File: src/rtl/tmr_irq_pkg.sv
package tmr_irq_pkg;
  localparam int REG_W    = 16;
  localparam int OVF_BIT  = 0;
  localparam int CH_BASE  = 1;
  localparam int HALL_BIT = 5;
  localparam int TRIG_BIT = 6;
  localparam int BRK_BIT  = 7;
  localparam int RC_BASE  = 9;

  // Next value of a sticky flag: a set beats any clear.
  function automatic logic next_flag(input logic cur, input logic set, input logic clr);
    return set | (cur & ~clr);
  endfunction

  // Bits that may reach the interrupt request.
  function automatic logic [REG_W-1:0] irq_mask(input int nch);
    logic [REG_W-1:0] m;
    m = '0;
    m[OVF_BIT]  = 1'b1;
    m[HALL_BIT] = 1'b1;
    m[TRIG_BIT] = 1'b1;
    m[BRK_BIT]  = 1'b1;
    for (int i = 0; i < nch; i++) m[CH_BASE+i] = 1'b1;
    return m;
  endfunction
endpackage

File: src/rtl/tmr_irq_flag.sv
module tmr_irq_flag (
  input  logic clk,
  input  logic rst_n,
  input  logic set_i,
  input  logic clr_i,
  output logic flag_o
);
  import tmr_irq_pkg::*;

  always_ff @(posedge clk or negedge rst_n) begin
    if (!rst_n) flag_o <= 1'b0;
    else        flag_o <= next_flag(flag_o, set_i, clr_i);
  end
endmodule

File: src/rtl/tmr_irq_chan.sv
module tmr_irq_chan (
  input  logic clk,
  input  logic rst_n,
  input  logic evt_i,
  input  logic out_mode_i,
  input  logic dr_rd_i,
  input  logic wr_clr_flag_i,
  input  logic wr_clr_rc_i,
  output logic flag_o,
  output logic rcap_o
);
  logic cap_evt;
  logic rd_clr;
  logic rcap_set;

  assign cap_evt  = evt_i & ~out_mode_i;
  assign rd_clr   = dr_rd_i & ~out_mode_i;
  assign rcap_set = cap_evt & flag_o;

  tmr_irq_flag u_main (
    .clk(clk), .rst_n(rst_n), .set_i(evt_i),
    .clr_i(wr_clr_flag_i | rd_clr), .flag_o(flag_o)
  );

  tmr_irq_flag u_rcap (
    .clk(clk), .rst_n(rst_n), .set_i(rcap_set),
    .clr_i(wr_clr_rc_i), .flag_o(rcap_o)
  );
endmodule

File: src/rtl/tmr_irq_combine.sv
module tmr_irq_combine #(
  parameter int W = 16
) (
  input  logic [W-1:0] flags_i,
  input  logic [W-1:0] en_i,
  input  logic [W-1:0] mask_i,
  output logic         irq_o
);
  assign irq_o = |(flags_i & en_i & mask_i);
endmodule

File: src/rtl/tmr_irq_status.sv
module tmr_irq_status #(
  parameter int NCH = 2
) (
  input  logic                           clk,
  input  logic                           rst_n,
  input  logic                           ovf_evt,
  input  logic                           swgen_evt,
  input  logic [NCH-1:0]                 chan_evt,
  input  logic [NCH-1:0]                 chan_out_mode,
  input  logic [NCH-1:0]                 chan_dr_rd,
  input  logic                           hall_evt,
  input  logic                           trig_evt,
  input  logic                           brake_lvl,
  input  logic                           bus_wr,
  input  logic [tmr_irq_pkg::REG_W-1:0]  bus_wdata,
  input  logic [tmr_irq_pkg::REG_W-1:0]  irq_en,
  output logic [tmr_irq_pkg::REG_W-1:0]  bus_rdata,
  output logic                           irq
);
  import tmr_irq_pkg::*;

  localparam logic [REG_W-1:0] IRQ_MASK = irq_mask(NCH);

  // Per-bit clear request from the bus (write of 0).
  logic [REG_W-1:0] wr_clr;
  assign wr_clr = bus_wr ? ~bus_wdata : '0;

  logic ovf_flag, hall_flag, trig_flag, brk_flag;
  logic [NCH-1:0] ch_flag, ch_rcap;

  tmr_irq_flag u_ovf (
    .clk(clk), .rst_n(rst_n), .set_i(ovf_evt | swgen_evt),
    .clr_i(wr_clr[OVF_BIT]), .flag_o(ovf_flag)
  );
  tmr_irq_flag u_hall (
    .clk(clk), .rst_n(rst_n), .set_i(hall_evt),
    .clr_i(wr_clr[HALL_BIT]), .flag_o(hall_flag)
  );
  tmr_irq_flag u_trig (
    .clk(clk), .rst_n(rst_n), .set_i(trig_evt),
    .clr_i(wr_clr[TRIG_BIT]), .flag_o(trig_flag)
  );
  tmr_irq_flag u_brk (
    .clk(clk), .rst_n(rst_n), .set_i(brake_lvl),
    .clr_i(wr_clr[BRK_BIT]), .flag_o(brk_flag)
  );

  for (genvar c = 0; c < NCH; c++) begin : g_ch
    tmr_irq_chan u_ch (
      .clk(clk), .rst_n(rst_n),
      .evt_i(chan_evt[c]), .out_mode_i(chan_out_mode[c]), .dr_rd_i(chan_dr_rd[c]),
      .wr_clr_flag_i(wr_clr[CH_BASE+c]), .wr_clr_rc_i(wr_clr[RC_BASE+c]),
      .flag_o(ch_flag[c]), .rcap_o(ch_rcap[c])
    );
  end

  always_comb begin
    bus_rdata           = '0;
    bus_rdata[OVF_BIT]  = ovf_flag;
    bus_rdata[HALL_BIT] = hall_flag;
    bus_rdata[TRIG_BIT] = trig_flag;
    bus_rdata[BRK_BIT]  = brk_flag;
    for (int c = 0; c < NCH; c++) begin
      bus_rdata[CH_BASE+c] = ch_flag[c];
      bus_rdata[RC_BASE+c] = ch_rcap[c];
    end
  end

  tmr_irq_combine #(.W(REG_W)) u_comb (
    .flags_i(bus_rdata), .en_i(irq_en), .mask_i(IRQ_MASK), .irq_o(irq)
  );
endmodule

File: config.mk
export PLATFORM = sky130hd
export DESIGN_NAME = tmr_irq_status
export DESIGN_NICKNAME = d
export VERILOG_FILES = /design/src/rtl/tmr_irq_pkg.sv /design/src/rtl/tmr_irq_flag.sv /design/src/rtl/tmr_irq_chan.sv /design/src/rtl/tmr_irq_combine.sv /design/src/rtl/tmr_irq_status.sv
export SDC_FILE = /design/constraint.sdc
export NUM_CORES = 1
export LEC_CHECK = 0
export BUFFER_PORTS_ARGS = -buffer_cell sky130_fd_sc_hd__buf_2
export CAP_MARGIN = 40
export CORE_MARGIN = 8
export CORE_UTILIZATION = 34
export DETAILED_ROUTE_END_ITERATION = 10
export HOLD_SLACK_MARGIN = 0.15
export PLACE_DENSITY_LB_ADDON = 0.3
export RECOVER_POWER = 50
export SYNTH_ARGS = -nofsm -noshare
export SYNTH_HDL_FRONTEND = slang
export SYNTH_HIERARCHICAL = 1
export SYNTH_SLANG_ARGS = --single-unit
File: constraint.sdc
create_clock -name clk -period 1.75 [get_ports clk]
set_input_delay 0.2625 -clock clk [delete_from_list [all_inputs] [get_ports clk]]
set_output_delay 0.2625 -clock clk [all_outputs]
set_load 0.01 [all_outputs]
==> flow_metrics.tcl <==
set metrics [dict create \
    status "finished, final reports clean" \
    post-route-util_pct 56.1 \
    worstSetupEndpoint "irq" \
    clk_pin_slew_ns 0.05 \
    cts.sinks 8 \
    cap_violations 0 \
    fin_crit_ns 1.72 \
    gp_congestion 0.723 \
    fill_cells 173 \
    syn_inst 74 \
    viasPerCell 4.09 \
    setup.worst_path.start "g_ch[0].u_ch/u_main/flag_o" \
    yosysSeqAreaShare_pct 33.8 \
    diodes 0 \
    dieArea_sq_um 3340 \
    worst_slack_ns 0.0295 \
    area_growth_pct 59.9 \
    die_h_um 57.8 \
    synthTopCellsByArea "dfrtp_1 (34%), buf_4 (15%), a21o_1 (13%)" \
    clock_latency_ns 0.25 \
    io_buffers 46 \
    critPathArrivalTime_ns 1.46 \
    fin_skew_ns 0.00273 \
    synth_warnings 6 \
    cp-start-kind "flop" \
    dpl_cell_area_sq_um 867 \
    met2WireLength_um 930 \
    critical-path-slowest-cell "or4_1" \
    dp_hpwl_um 1580 \
    worstReg2RegEnd "g_ch[0].u_ch/u_rcap/flag_o" \
    cts_root_buf "clkbuf_4" \
    ys_ff_latch 8 \
    grt_pass1_vias 710 \
    grt_antenna_before_repair 0 \
    r2r_setup_slack_ns 0.69 \
    yosys.area_share.simple_pct 29.7 \
    seq_area_sq_um 200 \
    synth-xor-area-share_pct 0 \
    r2r-start "g_ch[0].u_ch/u_main/flag_o" \
    yosysTopAreaCell "dfrtp_1" \
    stdcell_area_sq_um 948 \
    synth_top_cell_area_share_pct 33.8 \
    wirelength_um 1760 \
    post-place-ws_ns 0.174 \
    grt_max_degree 9 \
    hold_violations 0 \
    drt_iter0_drc 6 \
    yosysMostFrequentCell "nand3_1" \
    grt_setup_unrepaired "true" \
    syn_area_per_cell_sq_um 8.01 \
    critPathCaptureType "primary output" \
    fin_nets 196 \
    power.density_nw_per_um2 531 \
    antenna_left 0 \
    met1_length_um 607 \
    worstSetupPathType "reg -> out" \
    drive_gt1_share_pct 37.2 \
    syn_area_sq_um 593 \
    slew_viol_final 0 \
    p_leak_nw 0.569 \
    synth_ff_type "dfrtp_1" \
    drc 0 \
    dr_total_vias 675 \
    tns_ns 0 \
    synth.area.mux_share_pct 0 \
    synth_cell_type_count 12 \
    num_rows 15 \
    max_freq_mhz 581 \
    grt_pass1_wl_um 2720 \
    core_region_area_sq_um 1690 \
    grt_use_total_pct 10.5 \
    hold_class "in -> reg" \
    ys_async_sr_fraction_pct 100 \
    cp.required_ns 1.49 \
    path_cells "nand3_1, nand4_1, or4_1, buf_2" \
    multi_input_area_sq_um 383 \
    synth_top_family_by_area "simple AND/OR/NAND/NOR gates" \
    routedWlPerCell_um 10.7 \
    synth_fa_ha_area_share_pct 0 \
    tritoncts "built" \
    reg2reg_depth 4 \
    synth_commonest_cells "nand3_1 (15), buf_4 (12), a21o_1 (10), inv_1 (10)" \
    htreeDepth 1 \
    synth-edff-count 0 \
    first_pass_iters 3 \
    path_max_fanout 2 \
    die_x_um 57.8 \
    fin_crit_sh_pct 98.3 \
    io_pins 63 \
    setup_violations 0 \
    highest_layer "met4" \
    initial_core_util_pct 35.1 \
    gr-total-overflow 0 \
    clock_path_buffers 2 \
    wl_met3_um 209 \
    synth_compound_area_share_pct 13.7 \
    critPathMaxStageDelay_ns 0.50 \
    ir_drop_mv 0.360 \
    cts_buffers 3 \
]
## repair_timing
item,4_1_cts,5_1_grt
hold endpoints to repair,8,0
setup buffers,3,3
hold buffers,1,0
endpoints found under the setup margin,1,1
pin swaps,4,0
gates resized for setup,0,1
## critical path: cells and delay by family (launching register included)
kind,cells,cell delay [ns]
and+or+nand+nor,3,0.68
DFF,1,0.38
buffers and inverters,1,0.15
## area by class of cell
type,count,share of cell area [%]
Multi-Input combinational cell,74,40.4
Clock buffer,3,2.37
Timing Repair Buffer,53,29.9
Inverter,10,3.96
Sequential cell,8,21.1
Tap cell,17,2.24
## state kept, by name, indices dropped and copies added (netlist names)
register / cells
g_ch.u_ch/u_main/flag_o: 2
g_ch.u_ch/u_rcap/flag_o: 2
u_brk/flag_o: 1
u_hall/flag_o: 1
u_ovf/flag_o: 1
u_trig/flag_o: 1
## placed cells by master (no fill, tap or decap), types with 3 or more instances in the layout
cell type,instances
clkbuf_4,5
buf_2,45
nand3_1,14
a21o_1,10
and3_1,3
inv_1,10
dfrtp_1,8
buf_4,4
nand4_1,3
nor2b_1,8
conb_1,32
## worst min-delay path by stage
stage	start	endpoint	slack, ns	cells past startpoint
2_1_floorplan	rst_n	g_ch[0].u_ch/u_main/flag_o	-0.03	0
3_3_place_gp	rst_n	g_ch[0].u_ch/u_rcap/flag_o	0.12	1
3_5_place_dp	rst_n	g_ch[0].u_ch/u_rcap/flag_o	0.12	1
4_1_cts	trig_evt	u_trig/flag_o	0.18	2
5_1_grt	trig_evt	u_trig/flag_o	0.18	2
6_report	trig_evt	u_trig/flag_o	0.19	2
## cell families after synthesis
family	count (synthesis)
other cells	2
flops	8
buf+inv	22
compound gates	11
simple gates	31
## power breakdown
part	internal [mW]	total [mW]	switching, mW
Sequential	0.201	0.212	0.0111
Combinational	0.0825	0.153	0.0703
Clock	0.0783	0.138	0.0601
## routing by layer
layer / up-vias / track usage [%]
met2: 28 / 19.9
met5: - / 0
met1: 289 / 8.31
li1: 356 / -
met3: 2 / 5.74
met4: 0 / 5.24
## stage by stage
step | hold WS, ns | cells | power (mW)
2_1_floorplan | -0.0331 | 104 | 0.302
3_3_place_gp | 0.118 | 155 | 0.349
3_5_place_dp | 0.116 | 155 | 0.353
4_1_cts | 0.176 | 162 | 0.506
5_1_grt | 0.178 | 165 | 0.542
6_report | 0.186 | 165 | 0.503
Note: power is estimated with default switching activity, not from simulation.
